### src/rtl/ivc_pkg.sv
package ivc_pkg;
  localparam int unsigned WORD_W = 32;

  typedef enum logic [2:0] {
    SEL_STAT  = 3'd0,
    SEL_PEND  = 3'd1,
    SEL_EN    = 3'd2,
    SEL_ACK   = 3'd3,
    SEL_ENSET = 3'd4,
    SEL_ENCLR = 3'd5,
    SEL_VEC   = 3'd6,
    SEL_MSTR  = 3'd7
  } reg_sel_e;
endpackage

### src/rtl/ivc_capture.sv
module ivc_capture #(
  parameter int unsigned NUM_IN    = 32,
  parameter logic [31:0] EDGE_MASK = 32'h0
) (
  input  logic              clk,
  input  logic              rst_n,
  input  logic [NUM_IN-1:0] req_in,
  input  logic [NUM_IN-1:0] ack_bits,
  output logic [NUM_IN-1:0] stat_q
);
  logic [NUM_IN-1:0] hit;
  logic [NUM_IN-1:0] stat_d;

  for (genvar g = 0; g < NUM_IN; g++) begin : g_line
    if (EDGE_MASK[g]) begin : g_edge
      logic prev_q;
      always_ff @(posedge clk or negedge rst_n) begin
        if (!rst_n) prev_q <= 1'b0;
        else        prev_q <= req_in[g];
      end
      assign hit[g] = req_in[g] & ~prev_q;
    end else begin : g_level
      assign hit[g] = req_in[g];
    end
  end

  always_comb begin
    stat_d = (stat_q & ~ack_bits) | hit;
  end

  always_ff @(posedge clk or negedge rst_n) begin
    if (!rst_n) stat_q <= '0;
    else        stat_q <= stat_d;
  end
endmodule

### src/rtl/ivc_enable.sv
module ivc_enable #(
  parameter int unsigned NUM_IN = 32
) (
  input  logic              clk,
  input  logic              rst_n,
  input  logic              do_load,
  input  logic              do_set,
  input  logic              do_clr,
  input  logic [NUM_IN-1:0] data,
  output logic [NUM_IN-1:0] en_q
);
  logic [NUM_IN-1:0] en_d;
  logic              en_ce;

  always_comb begin
    en_ce = do_load | do_set | do_clr;
    en_d  = en_q;
    if (do_load)     en_d = data;
    else if (do_set) en_d = en_q | data;
    else if (do_clr) en_d = en_q & ~data;
  end

  always_ff @(posedge clk or negedge rst_n) begin
    if (!rst_n)     en_q <= '0;
    else if (en_ce) en_q <= en_d;
  end
endmodule

### src/rtl/ivc_prio.sv
module ivc_prio #(
  parameter int unsigned NUM_IN = 32,
  parameter int unsigned IDX_W  = 5
) (
  input  logic [NUM_IN-1:0] req,
  output logic              found,
  output logic [IDX_W-1:0]  idx
);
  always_comb begin
    found = 1'b0;
    idx   = '0;
    for (int i = NUM_IN - 1; i >= 0; i--) begin
      if (req[i]) begin
        found = 1'b1;
        idx   = IDX_W'(i);
      end
    end
  end
endmodule

### src/rtl/ivc_top.sv
module ivc_top
  import ivc_pkg::*;
#(
  parameter int unsigned NUM_IN    = 32,
  parameter logic [31:0] EDGE_MASK = 32'h0000_0000
) (
  input  logic              clk,
  input  logic              rst_n,
  input  logic [2:0]        reg_addr,
  input  logic              reg_we,
  input  logic [31:0]       reg_wdata,
  output logic [31:0]       reg_rdata,
  input  logic [NUM_IN-1:0] irq_in,
  output logic              irq_o
);
  localparam int unsigned IDX_W = (NUM_IN > 1) ? $clog2(NUM_IN) : 1;

  logic [1:0]        rst_sync_q;
  logic              rst_sync;
  logic              wr_ack, wr_load, wr_set, wr_clr, wr_mstr;
  logic [NUM_IN-1:0] wdata_n;
  logic [NUM_IN-1:0] ack_bits;
  logic [NUM_IN-1:0] stat_q;
  logic [NUM_IN-1:0] en_q;
  logic [NUM_IN-1:0] pend;
  logic              vec_found;
  logic [IDX_W-1:0]  vec_idx;
  logic [1:0]        mstr_q, mstr_d;
  logic              mstr_ce;
  logic [31:0]       stat_w, en_w, pend_w, vec_w;

  always_ff @(posedge clk or negedge rst_n) begin
    if (!rst_n) rst_sync_q <= 2'b00;
    else        rst_sync_q <= {rst_sync_q[0], 1'b1};
  end
  assign rst_sync = rst_sync_q[1];

  always_comb begin
    wr_ack  = reg_we && (reg_addr == SEL_ACK);
    wr_load = reg_we && (reg_addr == SEL_EN);
    wr_set  = reg_we && (reg_addr == SEL_ENSET);
    wr_clr  = reg_we && (reg_addr == SEL_ENCLR);
    wr_mstr = reg_we && (reg_addr == SEL_MSTR);
    wdata_n  = reg_wdata[NUM_IN-1:0];
    ack_bits = wr_ack ? wdata_n : '0;
  end

  ivc_capture #(.NUM_IN(NUM_IN), .EDGE_MASK(EDGE_MASK)) u_capture (
    .clk      (clk),
    .rst_n    (rst_sync),
    .req_in   (irq_in),
    .ack_bits (ack_bits),
    .stat_q   (stat_q)
  );

  ivc_enable #(.NUM_IN(NUM_IN)) u_enable (
    .clk     (clk),
    .rst_n   (rst_sync),
    .do_load (wr_load),
    .do_set  (wr_set),
    .do_clr  (wr_clr),
    .data    (wdata_n),
    .en_q    (en_q)
  );

  assign pend = stat_q & en_q;

  ivc_prio #(.NUM_IN(NUM_IN), .IDX_W(IDX_W)) u_prio (
    .req   (pend),
    .found (vec_found),
    .idx   (vec_idx)
  );

  always_comb begin
    mstr_ce = wr_mstr;
    mstr_d  = reg_wdata[1:0];
  end

  always_ff @(posedge clk or negedge rst_sync) begin
    if (!rst_sync)    mstr_q <= 2'b00;
    else if (mstr_ce) mstr_q <= mstr_d;
  end

  always_comb begin
    stat_w = '0;
    en_w   = '0;
    pend_w = '0;
    stat_w[NUM_IN-1:0] = stat_q;
    en_w[NUM_IN-1:0]   = en_q;
    pend_w[NUM_IN-1:0] = pend;
    vec_w  = '1;
    if (vec_found) begin
      vec_w = '0;
      vec_w[IDX_W-1:0] = vec_idx;
    end
  end

  always_comb begin
    case (reg_addr)
      SEL_STAT: reg_rdata = stat_w;
      SEL_PEND: reg_rdata = pend_w;
      SEL_EN:   reg_rdata = en_w;
      SEL_VEC:  reg_rdata = vec_w;
      SEL_MSTR: reg_rdata = {30'd0, mstr_q};
      default:  reg_rdata = '0;
    endcase
  end

  assign irq_o = (&mstr_q) & (|pend);
endmodule

### config.mk
export PLATFORM = sky130hd
export DESIGN_NAME = ivc_top
export DESIGN_NICKNAME = d
export VERILOG_FILES = /design/src/rtl/ivc_pkg.sv /design/src/rtl/ivc_capture.sv /design/src/rtl/ivc_enable.sv /design/src/rtl/ivc_prio.sv /design/src/rtl/ivc_top.sv
export SDC_FILE = /design/constraint.sdc
export NUM_CORES = 1
export LEC_CHECK = 0
export BUFFER_PORTS_ARGS = -buffer_cell sky130_fd_sc_hd__buf_2
export CAP_MARGIN = 25
export CORE_UTILIZATION = 35
export DETAILED_ROUTE_END_ITERATION = 16
export HOLD_SLACK_MARGIN = 0.12
export MAX_ROUTING_LAYER = met4
export SYNTH_ARGS = -nofsm -noshare
export SYNTH_HDL_FRONTEND = slang
export SYNTH_SLANG_ARGS = --single-unit
### constraint.sdc
create_clock -name clk -period 7 [get_ports clk]
set_input_delay 1.4 -clock clk [delete_from_list [all_inputs] [get_ports clk]]
set_output_delay 1.4 -clock clk [all_outputs]
set_load 0.01 [all_outputs]
* Yosys cells after proc, flatten, opt, wreduce, memory -nomap -nowiden *
Cells that the tools add are included.

word-level totals
  flip-flop bits (word level) = 68
  input bits = 70
  output and inout port bits = 33
  word-level logic and storage cells = 101

cells by class
  equality and inequality tests = 7
  muxes and demuxes = 70
  bitwise gates (word level) = 10
  reductions and logical operators = 10

operator list
  cell                                                  count
  two-way mux 32 bit                                    5
  two-way mux 5 bit                                     32
  one-hot mux 32 bit (5 select lines)                   1
  AND 32 bit                                            3
  NOT 32 bit                                            2
  bitwise OR 32 bit                                     2
  two-way mux 1 bit                                     32
  OR reduction 32 bit                                   1
  equality test 3 bit (second input constant)           4
  equality test 3 x 2 -> 1 bit (second input constant)  2
  logical AND 1 bit                                     5
  AND reduction 2 bit                                   2
  equality test 3 x 1 -> 1 bit (second input constant)  1
  logical NOT 3 bit                                     1
  nonzero test 3 bit                                    1
  bitwise OR 1 bit                                      2
  AND 1 bit                                             1

* Logic depth before layout (Yosys ltp) *
Gate-level depths: netlist of the first run.

  word-level depth = 35
  gate-level depth with buffers = 7
  depth with buffers taken out = 5

* By module *
Synthesis of the first run repeated with hierarchy kept, for this count alone.

unflattened totals
  cell total of the unflattened synthesis = 499
  area total of the unflattened synthesis = 4351.7 um^2

by module, submodules not included
  module       instances  cells an instance  area an instance (um^2)  sequential area each (um^2)
  ivc_top      1          230                1493.9                   100.1
  ivc_enable   1          108                1326.3                   800.8
  ivc_capture  1          96                 1161.1                   800.8
  ivc_prio     1          65                 370.4                    0.0

* Worst setup path after synthesis of the first run *
OpenSTA, ideal clock, no wires.

  path type = input to output
  start point = input port reg_addr[2]
  end point = output port reg_rdata[11]
  data arrival time = 2.549 ns
  required time = 5.600 ns
  slack = 3.051 ns
  stages = 7
  path buffers = 3
  cells stage by stage = clkbuf_1 -> nand3_1 -> nor3_1 -> nand2_1 -> buf_6 -> buf_6 -> o21ai_2

on the way
  longest elaborated chain between the ends = 2
  elaborated cells on any way between the ends = 6
  classes of those cells = eq/ne (4); mux (1); reduce/logical (1)

ends and longest elaborated chain
  element                                            line           text
  start: declaration                                 ivc_top.sv:9   input logic [2:0] reg_addr,
  equality test 3 bit, or another cell as far along  ivc_top.sv:99  case (reg_addr)
  one-hot mux 32 bit (5 select lines) (*)            ivc_top.sv:99
  end: declaration                                   ivc_top.sv:12  output logic [31:0] reg_rdata,

Mark *: on every way between the ends. The rest lies on a longest branch, timed or not.

* Final worst setup path of the first run *
  start point = input port reg_addr[2]
  end point = output port reg_rdata[19]

Same word-level chain as after synthesis.

==> results.json, run 1 <==
{
  "startpoint_type": "input port",
  "clk_path_buf_depth": 2,
  "endpoint_kind": "primary output",
  "ys_ff_latch": 68,
  "synth_cell_type_count": 44,
  "grt_util_all_layers": 0.2165,
  "clock_sinks": 68,
  "hpwl_um": 8138,
  "top_layer": "met4",
  "firstDrtPassIters": 6,
  "leakage_nw": 2.155,
  "start_util": 0.3622,
  "numCtsBuffers": 9,
  "core_area_um2": 10940,
  "routedWlPerCell_um": 18.07,
  "yosysTopAreaCell": "dfrtp_1",
  "die_area_um2": 11750,
  "drc": 0,
  "synth_edf_count": 0,
  "hold_path_class": "register to register",
  "syn-mean-instance-area_um2": 9.170,
  "pre_cts_ws_ns": 1.957,
  "period_needed_ns": 5.076,
  "reg2reg_from": "rst_sync_q[1]",
  "fin_skew_ns": 0.007165,
  "antenna_found_initial": 0,
  "crit_path_frequent_cell": "buf_2",
  "finalPower_mw": 1.283,
  "slew-limit-headroom": 0.2704,
  "tightest_slew_ns": 1.094,
  "ys_top_cells_by_count": "68 x dfrtp_1, 46 x o21ai_0, 44 x nand2_1",
  "status": "finished clean",
  "power_density_nw_per_um2": 259.8,
  "cp_cell_sequence": "buf_2 > nand3_1 > nor3_1 > nand2_1 > buf_16 > o21ai_1 > buf_2",
  "irDropWorstVdd_uv": 129.5,
  "max_stage_delay_ns": 0.62,
  "slew_violations": 0,
  "gr-total-overflow": 0,
  "cts_tree": "done",
  "io_buffers": 102,
  "route.met2.wl_um": 5447,
  "die_width_um": 108.4,
  "min_to": "rst_sync_q[1]",
  "initialDrtViolationCount": 278,
  "cp_max_fo": 37,
  "grt_start_max_net_pins": 67,
  "path_buf_inv": 3,
  "reg2reg_depth": 1,
  "rows": 38,
  "worstSkewPairLatency_ns": 0.33,
  "hold_viol": 0,
  "clock.fmax_ghz": 0.1970,
  "path_clk_slew_ns": 0.06,
  "required_ns": 5.60,
  "r2r_slack_ns": 5.99,
  "ys_seq_area_frac": 0.4296,
  "yosysWarnings": 0,
  "ys.flop_type": "dfrtp_1",
  "routed_wl_um": 12060,
  "critPathKind": "input port to primary output",
  "stdcell_area_um2": 4937,
  "clockRootBuffer": "clkbuf_16",
  "grt_pass1_wl_um": 18920,
  "cts_setup_buffers": 0,
  "synthArstFlopShare": 1.000,
  "cts_max_level": 3,
  "whs_path_depth": 0,
  "synthToLayoutAreaGrowth_pct": 24.64,
  "setup_violations": 0,
  "vias": 3870,
  "cts_resized": 0,
  "ctsHoldBuffers": 0,
  "drv_cap": 0,
  "period_share": 0.7252,
  "synthCells": 432,
  "synthTopCellsByArea": "dfrtp_1 43%, a22o_1 8.6%, o21ai_0 5.8%, a21o_1 4.9%, a32oi_1 4.6%",
  "crit_arrival_ns": 3.68,
  "setup_slack_ns": 1.924,
  "first_global_vias": 3621,
  "tns_ns": 0,
  "final_nets": 592,
  "syn_nets": 502,
  "cpMaxStageDelayCell": "buf_2",
  "route.met3.wl_um": 709,
  "yosys.area.top_type_share": 0.4296,
  "met1_length_um": 5753,
  "rsz0062_at_grt": "false",
  "placed_area_um2": 4602,
  "io-pin-count": 103,
  "syn_area_um2": 3961,
  "n_antenna_cell": 0,
  "ant_nets": 0,
  "crit_family": "buffers and inverters",
  "viasPerCell": 5.802,
  "die_height_um": 108.4,
  "globalplace.congestion": 0.8555,
  "drive_gt1_frac": 0.2638,
  "yosysMostFrequentCell": "dfrtp_1",
  "hp-start": "rst_sync_q[0]",
  "whs_ns": 0.3529
}
## power breakdown
part	leakage [nW]	internal (mW)	switching, mW
Clock	0.166	0.332	0.171
Sequential	0.737	0.437	0.0543
Combinational	1.25	0.136	0.152
Total	2.15	0.905	0.377
## through the flow
stage | cells | utilization
after floorplan | 432 | -
after global placement | 650 | 0.4183
after detailed placement | 651 | 0.4208
after CTS | 667 | 0.4515
after global routing | 667 | 0.4515
final | 667 | 0.4515
## cells by family (layout without fill, tap and decap cells)
family	Yosys count	count (layout)	synth area share
AO/OA/AOI/OAI	222	222	0.3948
buffers and inverters	42	137	0.04422
flip-flops	68	68	0.4296
multiplexers	2	2	0.005685
other	1	1	0.0009467
AND/OR/NAND/NOR	97	97	0.1248
## cell usage in the layout (no fill, tap or decap), types with 2 or more instances in the layout
cell	instances
buf_2	102
dfrtp_1	67
o21ai_0	46
nand2_1	44
a22o_1	39
a21o_1	26
a22oi_1	23
a32oi_1	21
o21ai_1	21
nand2b_1	20
a21oi_1	14
inv_1	12
o21ai_2	10
or2_1	10
clkbuf_16	9
nor2_1	7
buf_4	5
a31oi_1	4
o211ai_1	4
and2_1	3
a32o_1	3
nor2b_1	2
nand3b_1	2
o22ai_1	2
a222oi_1	2
mux2_1	2
clkbuf_8	2
bufinv_16	2
## worst max path at each step
stage / depth (start not counted) / end / from
floorplan: 7 / reg_rdata[11] / reg_addr[2]
global placement: 6 / reg_rdata[24] / reg_addr[2]
detailed placement: 7 / reg_rdata[0] / reg_addr[2]
CTS: 7 / reg_rdata[0] / reg_addr[2]
global route: 7 / reg_rdata[19] / reg_addr[2]
finish: 7 / reg_rdata[19] / reg_addr[2]
## routing by layer
layer / global-route usage / up-vias
met4: 0.07143 / 0
li1: - / 1834
met5: - / -
met3: 0.03436 / 15
met2: 0.3176 / 157
met1: 0.3036 / 1864
## layout make-up
cell class | instances | area, um^2
Timing Repair Buffer | 108 | 575.6
Clock buffer | 11 | 252.7
Inverter | 13 | 48.80
Fill cell | 1103 | 5998
Multi-Input combinational cell | 322 | 2100
Tap cell | 140 | 175.2
Sequential cell | 68 | 1703
Clock inverter | 5 | 82.58
Note: power is estimated with default switching activity, not from simulation.
==> run 2, diff against run 1 <==
==> constraint.sdc (replaced) <==
create_clock -name clk -period 4.3 [get_ports clk]
set_input_delay 0.86 -clock clk [delete_from_list [all_inputs] [get_ports clk]]
set_output_delay 0.86 -clock clk [all_outputs]
set_load 0.01 [all_outputs]
==> run 2 against run 1 <==
Net effect: cell count up 0.60%; power is 55% higher; core utilization decreased by 0.41 points; die area unchanged; clock power increased by 43%; setup slack got worse by 1.1 ns; clock skew increased by 0.00068 ns; flip-flop and latch count did not move; wire length rose by 2.2%; first-iteration DRC count up 5.0%; hold slack worse by 0.066 ns; global-route usage up 1.8 points; largest cell class unchanged.
==> results.json, run 2 (synthesized netlist as in run 1, its figures left out) <==
{
  "grt_pass1_wl_um": 20020,
  "ant_nets": 0,
  "core_area_um2": 10940,
  "grt_util_all_layers": 0.2344,
  "viasPerCell": 5.848,
  "slew_violations": 0,
  "path_clk_slew_ns": 0.06,
  "final_nets": 596,
  "pre_cts_ws_ns": 0.9420,
  "initialDrtViolationCount": 292,
  "antenna_found_initial": 0,
  "firstDrtPassIters": 5,
  "grt_start_max_net_pins": 67,
  "post-route-util": 0.4474,
  "die_height_um": 108.4,
  "io-pin-count": 103,
  "startpoint_type": "register",
  "area.sequential_um2": 1703,
  "synthToLayoutAreaGrowth_pct": 23.50,
  "status": "finished clean",
  "setup_violations": 0,
  "comb_power_share": 0.235,
  "first_global_vias": 3842,
  "clk_path_buf_depth": 2,
  "placed_area_um2": 4603,
  "globalplace.congestion": 0.8410,
  "cts_setup_buffers": 0,
  "seqPwrFrac": 0.404,
  "routed_wl_um": 12320,
  "period_share": 0.8195,
  "power_density_nw_per_um2": 406.0,
  "die_width_um": 108.4,
  "drv_cap": 0,
  "dp.cells": 655,
  "cts_max_level": 3,
  "ctsHoldBuffers": 0,
  "crit_arrival_ns": 2.66,
  "numCtsBuffers": 9,
  "hpwl_um": 8489,
  "critPathKind": "register to primary output",
  "hold_path_class": "input port to async pin",
  "r2r_slack_ns": 3.27,
  "drive_gt1_frac": 0.2693,
  "clock_sinks": 68,
  "io_buffers": 102,
  "rsz0062_at_grt": "false",
  "final_common_cell": "buf_2",
  "hold_viol": 0,
  "tns_ns": 0,
  "required_ns": 3.44,
  "worstSkewPairLatency_ns": 0.35,
  "gr-total-overflow": 0,
  "n_antenna_cell": 0,
  "leakage_nw": 2.139,
  "p_switching_mw": 0.6180,
  "switching_share": 0.3111,
  "cts_tree": "done",
  "cp_max_fo": 29,
  "slew-limit-headroom": 0.4272,
  "die_area_um2": 11750,
  "clockRootBuffer": "clkbuf_16",
  "start_util": 0.3622,
  "n_fill_cell": 1083,
  "cts_resized": 0,
  "period_needed_ns": 3.524,
  "clock.fmax_ghz": 0.2838,
  "intPower_mw": 1.368,
  "setup_slack_ns": 0.7761,
  "fin_cells": 671,
  "fin_skew_ns": 0.007844,
  "reg2reg_from": "rst_sync_q[1]",
  "routedWlPerCell_um": 18.36,
  "rows": 38,
  "whs_ns": 0.2870,
  "stdcell_area_um2": 4892,
  "multi_input_area_um2": 2091,
  "vias": 3924,
  "endpoint_kind": "primary output",
  "finalPower_mw": 1.986,
  "tightest_slew_ns": 0.8592,
  "final_cell_mix": "102 x buf_2, 67 x dfrtp_1, 46 x o21ai_0",
  "clkPwrFrac": 0.361,
  "irDropWorstVdd_uv": 291.9,
  "drc": 0
}
==> run 2: cell types whose count changed in the layout (fill, tap and decap cells not counted) <==
| cell | change |
|---|---|
| nor4b_2 | +1 |
| clkinv_4 | -1 |
| clkinvlp_4 | +1 |
| clkbuf_8 | +1 |
| inv_6 | -1 |
| buf_4 | +5 |
| buf_16 | -1 |
| clkinv_2 | +2 |
| nor4b_4 | -1 |
| bufinv_16 | -2 |
==> run 2: final cells by class <==
cell class                      instances  share of cell area
Inverter                               13            0.009974
Clock inverter                          4            0.004604
Multi-Input combinational cell        322              0.4274
Tap cell                              140             0.03581
Timing Repair Buffer                  112              0.1197
Sequential cell                        68              0.3481
Clock buffer                           12             0.05448
==> run 2: path summary, 6_finish.rpt <==
path / end / depth (start not counted)
setup / recovery: reg_rdata[19] / 7
hold / removal: rst_sync_q[1] / 1
setup reg to reg: u_capture.stat_q[21] / 1
hold reg to reg: rst_sync_q[1] / 0
max in group asynchronous: u_capture.stat_q[21] / 1
min in group clk: rst_sync_q[1] / 0
==> run 2: critical path, stage by stage, from the launching register on <==
cell	delay (ns)
dfrtp_1	0.44
a22o_1	0.29
or4_4	0.54
nor4_2	0.34
nand2_1	0.09
buf_4	0.26
o21ai_1	0.18
buf_2	0.17
==> run 2: power by group through the flow <==
stage               combinational [mW]  clock (mW)  sequential, mW
floorplan                        0.314           0           0.792
global placement                 0.462           0           0.806
detailed placement               0.467           0           0.809
CTS                              0.469       0.729           0.799
global route                     0.520       0.754           0.815
finish                           0.468       0.717           0.802
==> run 2: per-layer routing <==
metal | track usage | vias to the layer above | wire length [um] | part of all wire
met5 | - | - | 0 | 0
met4 | 0.08494 | 0 | 210 | 0.017
met3 | 0.05907 | 15 | 821 | 0.067
met2 | 0.3453 | 156 | 5566 | 0.45
met1 | 0.3109 | 1915 | 5722 | 0.46
li1 | - | 1838 | - | -
==> run 3, diff against run 2 <==
==> constraint.sdc (replaced) <==
create_clock -name clk -period 3.48 [get_ports clk]
set_input_delay 0.696 -clock clk [delete_from_list [all_inputs] [get_ports clk]]
set_output_delay 0.696 -clock clk [all_outputs]
set_load 0.01 [all_outputs]
==> run 3 against run 2 <==
Net effect: highest routed layer unchanged; via count up 1.9%; power rose by 25%; die area stayed put; flip-flop and latch count is the same; setup slack got worse by 0.54 ns; combinational power up 25%; clock-buffer cell count decreased by 1; largest power group unchanged; hold slack got worse by 0.033 ns; first-iteration DRC count increased by 12%; design area increased by 0.95%.
==> results.json, run 3 (synthesized netlist as in run 1, its figures left out) <==
{
  "multi_input_area_um2": 2091,
  "die_height_um": 108.4,
  "io_buffers": 102,
  "tns_ns": 0,
  "crit_family": "simple AND/OR/NAND/NOR gates",
  "worstSkewPairLatency_ns": 0.34,
  "final_common_cell": "buf_2",
  "routed_wl_um": 12560,
  "period_share": 0.9325,
  "die_area_um2": 11750,
  "viasPerCell": 5.932,
  "first_global_vias": 3832,
  "whs_ns": 0.2537,
  "initialDrtViolationCount": 326,
  "fin_cells": 674,
  "cp_cell_sequence": "a22o_1 > or4_4 > nor4_2 > nand2_1 > buf_4 > o211ai_1 > buf_2",
  "power_density_nw_per_um2": 500.9,
  "leakage_nw": 2.163,
  "clock.fmax_ghz": 0.3082,
  "irDropWorstVdd_uv": 257.6,
  "n_antenna_cell": 0,
  "synthToLayoutAreaGrowth_pct": 24.67,
  "vias": 3998,
  "rows": 38,
  "hold_viol": 0,
  "globalplace.congestion": 0.8336,
  "required_ns": 2.78,
  "numCtsBuffers": 9,
  "area.sequential_um2": 1703,
  "period_needed_ns": 3.245,
  "fin_skew_ns": 0.006289,
  "die_width_um": 108.4,
  "clock_sinks": 68,
  "n_fill_cell": 1082,
  "endpoint_kind": "primary output",
  "gr-total-overflow": 0,
  "cpMaxStageDelayCell": "or4_4",
  "clockRootBuffer": "clkbuf_16",
  "ant_nets": 0,
  "final_nets": 601,
  "ctsHoldBuffers": 0,
  "final_cell_mix": "102 x buf_2, 67 x dfrtp_1, 46 x o21ai_0",
  "io-pin-count": 103,
  "rsz0062_at_grt": "false",
  "status": "finished clean",
  "reg2reg_depth": 1,
  "cts_tree": "done",
  "stdcell_area_um2": 4938,
  "cp_num_cells": 7,
  "start_util": 0.3622,
  "placed_area_um2": 4646,
  "slew-limit-headroom": 0.6415,
  "r2r_slack_ns": 2.55,
  "path_buf_inv": 2,
  "dp.cells": 659,
  "max_stage_delay_ns": 0.56,
  "drive_gt1_frac": 0.2697,
  "routedWlPerCell_um": 18.63,
  "firstDrtPassIters": 5,
  "startpoint_type": "register",
  "tightest_slew_ns": 0.5378,
  "hold_path_class": "register to async pin",
  "path_clk_slew_ns": 0.06,
  "clk_path_buf_depth": 2,
  "cts_resized": 0,
  "grt_util_all_layers": 0.2339,
  "antenna_found_initial": 0,
  "grt_pass1_wl_um": 20200,
  "drc": 0,
  "post-route-util": 0.4516,
  "slew_violations": 0,
  "critPathKind": "register to primary output",
  "cts_setup_buffers": 0,
  "grt_start_max_net_pins": 37,
  "drv_cap": 0,
  "cts_max_level": 3,
  "cp_max_fo": 14,
  "hpwl_um": 8767,
  "core_area_um2": 10940,
  "crit_arrival_ns": 2.55,
  "setup_violations": 0
}
run 3: cell type report:
| type | instances | share of cell area |
|---|---|---|
| tap | 140 | 0.03547 |
| sequential | 68 | 0.3448 |
| clock inverter | 3 | 0.008107 |
| clock buffer | 11 | 0.04915 |
| inverter | 13 | 0.009881 |
| multi-input combinational | 322 | 0.4234 |
| timing repair buffer | 117 | 0.1292 |
run 3: metal layers:
layer  vias to the layer above  GRT usage  routed length [um]
met3                         8    0.03918                 769
met2                       146     0.3644                5942
met1                      2000     0.3089                5695
met5                         -          -                   0
li1                       1844          -                   -
met4                         0    0.07722                 150
run 3: worst paths after layout:
check,startpoint,to
worst max-delay path,register,reg_rdata[1]
worst min-delay path,rst_sync_q[1],async pin
worst max register to register,rst_sync_q[1],u_capture.stat_q[28]
worst min register to register,rst_sync_q[1],async pin
max in group asynchronous,rst_sync_q[1],u_capture.stat_q[28]
min in group clk,rst_sync_q[0],rst_sync_q[1]
run 3: power breakdown:
part	leakage [nW]	internal [mW]	switching [mW]	total [mW]
Clock	0.141	0.563	0.331	0.894
Sequential	0.737	0.879	0.114	0.993
Combinational	1.28	0.281	0.306	0.586
run 3: through the flow:
stage / power (mW) / setup WS [ns]
2_1_floorplan: 1.366 / 0.8311
5_1_grt: 2.608 / 0.08019
3_5_place_dp: 1.586 / 0.5770
3_3_place_gp: 1.576 / 0.6842
4_1_cts: 2.493 / 0.2198
6_report: 2.473 / 0.2348
